==> config.mk <==
export PLATFORM = sky130hd
export DESIGN_NAME = tlbTop
export DESIGN_NICKNAME = d
export VERILOG_FILES = /design/src/rtl/tlbPkg.sv /design/src/rtl/tlbLru.sv /design/src/rtl/tlbCtrl.sv /design/src/rtl/tlbData.sv /design/src/rtl/tlbTop.sv
export SDC_FILE = /design/constraint.sdc
export NUM_CORES = 2
export LEC_CHECK = 0
export BUFFER_PORTS_ARGS = -buffer_cell sky130_fd_sc_hd__buf_2
export CAP_MARGIN = 20
export CORE_MARGIN = 8
export CORE_UTILIZATION = 40
export CTS_CLUSTER_SIZE = 40
export DETAILED_ROUTE_END_ITERATION = 6
export GPL_TIMING_DRIVEN = 0
export HOLD_SLACK_MARGIN = 0.12
export PLACE_DENSITY = 0.62
export SYNTH_ARGS = -nofsm -noshare
export SYNTH_HDL_FRONTEND = slang
export SYNTH_HIERARCHICAL = 1
export SYNTH_SLANG_ARGS = --single-unit
==> constraint.sdc <==
create_clock -name clk -period 8.7 [get_ports clk]
set_clock_uncertainty 0.1 [all_clocks]
set_input_delay 0 -clock clk [delete_from_list [all_inputs] [get_ports clk]]
set_output_delay 0 -clock clk [all_outputs]
set_load 0.005 [all_outputs]
==> src/rtl/tlbPkg.sv <==
package tlbPkg;
  typedef enum logic [1:0] {
    ACC_READ  = 2'd0,
    ACC_WRITE = 2'd1,
    ACC_EXEC  = 2'd2,
    ACC_EXEC2 = 2'd3
  } accKind_t;

  typedef enum logic [1:0] {
    WALK_IDLE  = 2'd0,
    WALK_LIVE  = 2'd1,
    WALK_STALE = 2'd2
  } walkState_t;

  // strobes from control to datapath
  typedef struct packed {
    logic flushAll;
    logic invOne;
    logic install;
    logic installDirty;
    logic touchHit;
  } tlbStrobe_t;
endpackage

==> src/rtl/tlbLru.sv <==
module tlbLru #(
  parameter int ENTRIES = 16,
  localparam int IDX_W = $clog2(ENTRIES)
) (
  input  logic             clk,
  input  logic             rstN,
  input  logic             touchEn,
  input  logic [IDX_W-1:0] touchIdx,
  output logic [IDX_W-1:0] victimIdx,
  output logic [ENTRIES-1:0] oldestVec
);
  localparam logic [IDX_W-1:0] OLDEST = IDX_W'(ENTRIES - 1);

  logic [IDX_W-1:0] age [ENTRIES];
  logic [IDX_W-1:0] touchedAge;

  assign touchedAge = age[touchIdx];

  always_ff @(posedge clk) begin
    if (!rstN) begin
      for (int i = 0; i < ENTRIES; i++) age[i] <= IDX_W'(i);
    end else if (touchEn) begin
      for (int i = 0; i < ENTRIES; i++) begin
        if (IDX_W'(i) == touchIdx) age[i] <= '0;
        else if (age[i] < touchedAge) age[i] <= age[i] + 1'b1;
      end
    end
  end

  for (genvar g = 0; g < ENTRIES; g++) begin : gOld
    assign oldestVec[g] = (age[g] == OLDEST);
  end

  always_comb begin
    victimIdx = '0;
    for (int i = 0; i < ENTRIES; i++)
      if (oldestVec[i]) victimIdx = IDX_W'(i);
  end
endmodule

==> src/rtl/tlbCtrl.sv <==
module tlbCtrl import tlbPkg::*; (
  input  logic       clk,
  input  logic       rstN,
  input  logic       lkValid,
  input  logic [1:0] lkKind,
  input  logic       anyMatch,
  input  logic       permOk,
  input  logic       dirtyOk,
  input  logic       baseWrite,
  input  logic       invValid,
  input  logic       fillValid,
  input  logic       fillDirty,
  output tlbStrobe_t strobe,
  output logic       lkHit,
  output logic       lkFault,
  output logic       walkReq
);
  walkState_t walkState;
  logic       pendWrite;
  logic       fillTaken;

  assign lkHit   = lkValid && anyMatch && permOk && dirtyOk;
  assign lkFault = lkValid && anyMatch && !permOk;
  assign walkReq = lkValid && !lkHit && !lkFault && (walkState == WALK_IDLE);

  assign fillTaken = fillValid && (walkState != WALK_IDLE);

  always_comb begin
    strobe.flushAll     = baseWrite;
    strobe.invOne       = invValid && !baseWrite;
    strobe.install      = fillTaken && (walkState == WALK_LIVE) && !baseWrite && !invValid;
    strobe.installDirty = fillDirty || pendWrite;
    strobe.touchHit     = lkHit && !strobe.install;
  end

  always_ff @(posedge clk) begin
    if (!rstN) begin
      walkState <= WALK_IDLE;
      pendWrite <= 1'b0;
    end else if (walkReq) begin
      walkState <= baseWrite ? WALK_STALE : WALK_LIVE;
      pendWrite <= (lkKind == ACC_WRITE);
    end else if (fillTaken) begin
      walkState <= WALK_IDLE;
      pendWrite <= 1'b0;
    end else if (walkState == WALK_LIVE && baseWrite) begin
      walkState <= WALK_STALE;
    end
  end
endmodule

==> src/rtl/tlbData.sv <==
module tlbData import tlbPkg::*; #(
  parameter int ENTRIES = 16,
  parameter int VPN_W   = 20,
  parameter int PPN_W   = 20,
  parameter int OFF_W   = 12,
  localparam int IDX_W  = $clog2(ENTRIES)
) (
  input  logic                   clk,
  input  logic                   rstN,
  input  tlbStrobe_t             strobe,
  input  logic [VPN_W-1:0]       lkVpn,
  input  logic [1:0]             lkKind,
  input  logic [OFF_W-1:0]       lkOffset,
  input  logic [VPN_W-1:0]       invVpn,
  input  logic [VPN_W-1:0]       fillVpn,
  input  logic [PPN_W-1:0]       fillPpn,
  input  logic                   fillRd,
  input  logic                   fillWr,
  input  logic                   fillEx,
  input  logic [IDX_W-1:0]       victimIdx,
  output logic                   anyMatch,
  output logic                   permOk,
  output logic                   dirtyOk,
  output logic [PPN_W+OFF_W-1:0] lkPaddr,
  output logic                   touchEn,
  output logic [IDX_W-1:0]       touchIdx
);
  logic [ENTRIES-1:0] vld, permR, permW, permX, dirty;
  logic [VPN_W-1:0]   vpnTag [ENTRIES];
  logic [PPN_W-1:0]   ppnArr [ENTRIES];

  logic [ENTRIES-1:0] matchVec, fillMatchVec, invMatchVec;
  logic [IDX_W-1:0]   hitIdx, fillIdx, freeIdx, installIdx;
  logic [PPN_W-1:0]   selPpn;
  logic               selR, selW, selX, selD;

  for (genvar g = 0; g < ENTRIES; g++) begin : gCmp
    assign matchVec[g]     = vld[g] && (vpnTag[g] == lkVpn);
    assign fillMatchVec[g] = vld[g] && (vpnTag[g] == fillVpn);
    assign invMatchVec[g]  = vld[g] && (vpnTag[g] == invVpn);
  end

  always_comb begin
    hitIdx = '0;
    selPpn = '0;
    selR = 1'b0; selW = 1'b0; selX = 1'b0; selD = 1'b0;
    for (int i = ENTRIES - 1; i >= 0; i--) begin
      if (matchVec[i]) begin
        hitIdx = IDX_W'(i);
        selPpn = selPpn | ppnArr[i];
        selR   = selR | permR[i];
        selW   = selW | permW[i];
        selX   = selX | permX[i];
        selD   = selD | dirty[i];
      end
    end
  end

  assign anyMatch = |matchVec;

  always_comb begin
    case (accKind_t'(lkKind))
      ACC_READ:  permOk = selR;
      ACC_WRITE: permOk = selW;
      default:   permOk = selX;
    endcase
  end

  assign dirtyOk = (accKind_t'(lkKind) != ACC_WRITE) || selD;
  assign lkPaddr = anyMatch ? {selPpn, lkOffset} : '0;

  always_comb begin
    fillIdx = '0;
    freeIdx = '0;
    for (int i = ENTRIES - 1; i >= 0; i--) begin
      if (fillMatchVec[i]) fillIdx = IDX_W'(i);
      if (!vld[i])         freeIdx = IDX_W'(i);
    end
    if (|fillMatchVec)  installIdx = fillIdx;
    else if (!(&vld))   installIdx = freeIdx;
    else                installIdx = victimIdx;
  end

  assign touchEn  = strobe.install || strobe.touchHit;
  assign touchIdx = strobe.install ? installIdx : hitIdx;

  always_ff @(posedge clk) begin
    if (!rstN) begin
      vld <= '0;
    end else if (strobe.flushAll) begin
      vld <= '0;
    end else if (strobe.invOne) begin
      vld <= vld & ~invMatchVec;
    end else if (strobe.install) begin
      vld[installIdx] <= 1'b1;
    end
  end

  always_ff @(posedge clk) begin
    if (strobe.install) begin
      vpnTag[installIdx] <= fillVpn;
      ppnArr[installIdx] <= fillPpn;
      permR[installIdx]  <= fillRd;
      permW[installIdx]  <= fillWr;
      permX[installIdx]  <= fillEx;
      dirty[installIdx]  <= strobe.installDirty;
    end
  end
endmodule

==> src/rtl/tlbTop.sv <==
module tlbTop import tlbPkg::*; #(
  parameter int ENTRIES = 16,
  parameter int VPN_W   = 20,
  parameter int PPN_W   = 20,
  parameter int OFF_W   = 12
) (
  input  logic                   clk,
  input  logic                   rstN,
  input  logic                   lkValid,
  input  logic [VPN_W-1:0]       lkVpn,
  input  logic [1:0]             lkKind,
  input  logic [OFF_W-1:0]       lkOffset,
  output logic                   lkHit,
  output logic                   lkFault,
  output logic [PPN_W+OFF_W-1:0] lkPaddr,
  output logic                   walkReq,
  output logic [VPN_W-1:0]       walkVpn,
  input  logic                   fillValid,
  input  logic [VPN_W-1:0]       fillVpn,
  input  logic [PPN_W-1:0]       fillPpn,
  input  logic                   fillRd,
  input  logic                   fillWr,
  input  logic                   fillEx,
  input  logic                   fillDirty,
  input  logic                   baseWrite,
  input  logic                   invValid,
  input  logic [VPN_W-1:0]       invVpn
);
  localparam int IDX_W = $clog2(ENTRIES);

  tlbStrobe_t         strobe;
  logic               anyMatch, permOk, dirtyOk, touchEn;
  logic [IDX_W-1:0]   touchIdx, victimIdx;
  logic [ENTRIES-1:0] oldestVec;

  assign walkVpn = lkVpn;

  tlbCtrl ctrl (
    .clk(clk), .rstN(rstN), .lkValid(lkValid), .lkKind(lkKind),
    .anyMatch(anyMatch), .permOk(permOk), .dirtyOk(dirtyOk),
    .baseWrite(baseWrite), .invValid(invValid), .fillValid(fillValid),
    .fillDirty(fillDirty), .strobe(strobe), .lkHit(lkHit),
    .lkFault(lkFault), .walkReq(walkReq)
  );

  tlbData #(.ENTRIES(ENTRIES), .VPN_W(VPN_W), .PPN_W(PPN_W), .OFF_W(OFF_W)) data (
    .clk(clk), .rstN(rstN), .strobe(strobe), .lkVpn(lkVpn), .lkKind(lkKind),
    .lkOffset(lkOffset), .invVpn(invVpn), .fillVpn(fillVpn), .fillPpn(fillPpn),
    .fillRd(fillRd), .fillWr(fillWr), .fillEx(fillEx), .victimIdx(victimIdx),
    .anyMatch(anyMatch), .permOk(permOk), .dirtyOk(dirtyOk), .lkPaddr(lkPaddr),
    .touchEn(touchEn), .touchIdx(touchIdx)
  );

  tlbLru #(.ENTRIES(ENTRIES)) lru (
    .clk(clk), .rstN(rstN), .touchEn(touchEn), .touchIdx(touchIdx),
    .victimIdx(victimIdx), .oldestVec(oldestVec)
  );
endmodule

==> impl_summary.txt <==
----------------------------------------------------
[Outcome]
  Run status ... finished, final reports clean

[Die]
  Die Ht ... around 340 um
  Effective utilization at floorplan ... 40.4%
  Top Ports ... between 150 and 200
  Floorplan die width ... around 340 um
  Total die area ... about 120000 um2
  Placeable core region ... approximately 110000 um2
  Total number of placement rows ... between 100 and 150

[GRT]
  Via count of the first global-routing pass ... 31606
  Overall Global Routing Usage ... between 20% and 30%
  Global-route track usage on met3 ... ~8.2%
  Largest net degree at the start of global routing ... 28
  Overflow after GRT ... 0
  Met2 Track Usage GR ... approximately 45%
  Layer carrying the most global-route usage ... met2
  Met1 routing resource usage after global routing ... between 30% and 40%
  Number of antenna violations at the first check in global routing ... 6
  First-pass GRT wire length ... roughly 250000 um

[Timing]
  Share of the clock period used by the worst path after layout ... between 90% and 100%
  Final worst-path setup slack ... approximately 0.16 ns
  Fmax ... 117 MHz
  Final Hold Viols ... 0
  Post-layout minimum cycle time ... 8.54 ns
  Slew at the pin closest to its max-slew limit ... around 1.3 ns
  Final-report setup violation count ... 0
  Relative slew slack ... between 10% and 20%
  Number of pins exceeding their max-slew limit in the final report ... 0
  Final hold slack ... between 0.15 and 0.2 ns

[Worst setup path]
  Worst Path Max Fanout ... 17
  Startpoint type of the worst setup path ... input pin
  Reg-to-Reg Start ... data/vpnTag[3][19]
  Data arrival, critical path ... ~8.8 ns
  Data required time at the worst endpoint ... approximately 9 ns
  Type of the worst setup path ... in -> reg
  Register-to-Register Setup Slack ... a little under 0.7 ns
  Kind of capture point of the worst setup path ... flop
  R2R Path End ... lru/age[9][0]
  Worst-case reg-to-reg path depth ... 18

[Place]
  Number of I/O port buffers ... around 120
  Half-perimeter wire length after detailed placement ... approximately 120000 um
  Total cell area at the placement stage ... 46400 um2
  Worst slack, placed ... between 0.1 and 0.15 ns
  Global placement routability congestion ... about 1.0

[Finish]
  # nets final ... around 4000
  Sequential cell area ... between 20000 and 25000 um2
  Area of all placed cells without fillers ... approximately 50000 um2
  Share of final-layout standard cells stronger than drive strength 1 ... 13.7%
  Number of filler cells placed in the layout ... 9417
  Multi-input gate area ... ~18000 um2
  Area growth from synthesis to final layout ... 17.8%

[Route]
  1st-iter DRT viols ... 5104
  Vias per Instance ... roughly 6.4
  Antenna Nets Post-Route ... 0
  Post-Route WL ... 181000 um
  Routed length per instance ... 34.8 um
  Detailed Routing Iterations Pass 1 ... 6
  Residual DRC count ... 0
  Total number of vias ... between 30000 and 40000

[Yosys]
  Average size of a mapped cell ... ~13 um2
  Mapped Nets ... approximately 3500
  Synth Cell Area ... 42600 um2
  Synth warnings ... 6
  Count of mapped cells out of synthesis ... ~3400

[Clocking]
  CTS HTree Levels ... 3
  Clock-pin slew on the worst setup and hold paths ... 0.06 ns
  Worst-Skew Late Latency ... about 0.70 ns
  Root Buffer ... clkbuf_16
  # clock sinks ... 787
  Clock tree buffer depth ... 3
  Post-CTS setup buffers ... 0
  Number of buffers created by CTS ... 84
  Clock tree from TritonCTS ... yes

[Hold path]
  Worst min-delay path endpoint ... data/ppnArr[14][6]
  WHS Path Cells ... 2
  Origin of the worst min-delay path ... fillPpn[6]
  Hold Path Class ... in -> reg

[Pwr]
  Leakage ... 16.0 nW
  Power per cell area ... between 150 and 200 nW/um2
  Worst ir drop on vdd ... 0.000203 V
  Final Total Pwr ... roughly 8.7 mW

[Job]
  Maximum Capacitance Violations ... 0

----------------------------------------------------
[layout by cell type (no fill, tap or decap), drive strengths merged, types with 11 or more instances in the layout]
master and count:
or3 12, a21oi 39, and2 16, clkbuf 197, nand4 232, nor2 81, and3 23, buf 315
or2 13, nand3 107, nor4 123, ha 64, nor3b 11, inv 31, a22oi 15, nand2 88
o211ai 19, o31ai 15, o21ai 46, dlygate4sd3 88, dfxtp 19, a31oi 13, a221oi 86, nor3 45
o21a 13, a22o 87, xor2 352, xnor2 639, edfxtp 768, nand2b 20, mux4 17, clkinv 35
[power breakdown]
part | internal [mW] | switching (mW)
sequential | 4.17 | 0.0191
combinational | 0.262 | 0.553
clock | 2.09 | 1.62
total | 6.52 | 2.19
[worst max-delay path, stage by stage]
cell and delay [ns]:
dlygate4sd3_1 0.53, buf_2 0.71, buf_2 0.55, buf_4 0.44, xnor2_1 0.23, nand4_1 0.20, nor4_2 0.63, a2111o_1 0.25
a21boi_0 0.07, o21ai_0 0.39, o211a_1 0.36, nor2_1 0.19, o2bb2ai_1 0.43, buf_6 0.22, buf_2 0.36, mux4_2 0.58
mux4_2 0.46, inv_1 0.57, ha_1 0.38, a2111oi_0 0.80, nand2_1 0.16, nand3_1 0.24
[metal layers]
metal	part of all wire [%]	wire (um)
met1	38	69200
met2	43	77800
met3	13	22700
met4	6.1	11000
met5	0	0
[stage by stage]
step	instances	util (%)	TNS [ns]
global route	5190	47.5	-0.0775
global placement	4859	42.6	-812.05
CTS	5184	47.5	0
floorplan	3350	-	0
finish	5199	47.6	0
detailed placement	4946	44.0	0
[area by class of cell]
cell class | count | share of cell area [%]
well taps | 1391 | 3.47
plain buffers | 204 | 2.15
repair buffers | 296 | 5.48
inverters | 31 | 0.232
clock buffers | 101 | 4.36
diodes | 10 | 0.0499
clock inverters | 51 | 1.28
flip-flops and latches | 787 | 46.8
multi-input cells | 2328 | 36.2
[worst max-delay path by stage]
| stage | startpoint | endpoint | slack (ns) | cells past startpoint |
|---|---|---|---|---|
| after global placement | fillVpn[5] | data/ppnArr[1][8] | -2.81 | 9 |
| final | fillVpn[8] | lru/age[9][0] | 0.16 | 22 |
| after floorplan | lkVpn[16] | lru/age[9][0] | 2.68 | 19 |
| after CTS | fillVpn[6] | lru/age[15][1] | 0.36 | 24 |
| after detailed placement | lkVpn[16] | lru/age[15][1] | 0.11 | 22 |
| after global routing | fillVpn[6] | lru/age[15][1] | -0.02 | 24 |
[repair_timing]
| item | 4_1_cts | 5_1_grt |
|---|---|---|
| hold buffers | 86 | 2 |
| setup endpoints to repair | 0 | 19 |
| resized for setup | 0 | 1 |
| hold endpoints to repair | 752 | 5 |
[state kept, by name, indices dropped and copies added (netlist names)]
| name | cells |
|---|---|
| data/permX | 16 |
| ctrl/pendWrite | 1 |
| data/ppnArr | 320 |
| data/permW | 16 |
| lru/age | 64 |
| data/vld | 16 |
| ctrl/walkState | 2 |
| data/permR | 16 |
| data/dirty | 16 |
| data/vpnTag | 320 |
(Power assumes the default switching activity.)
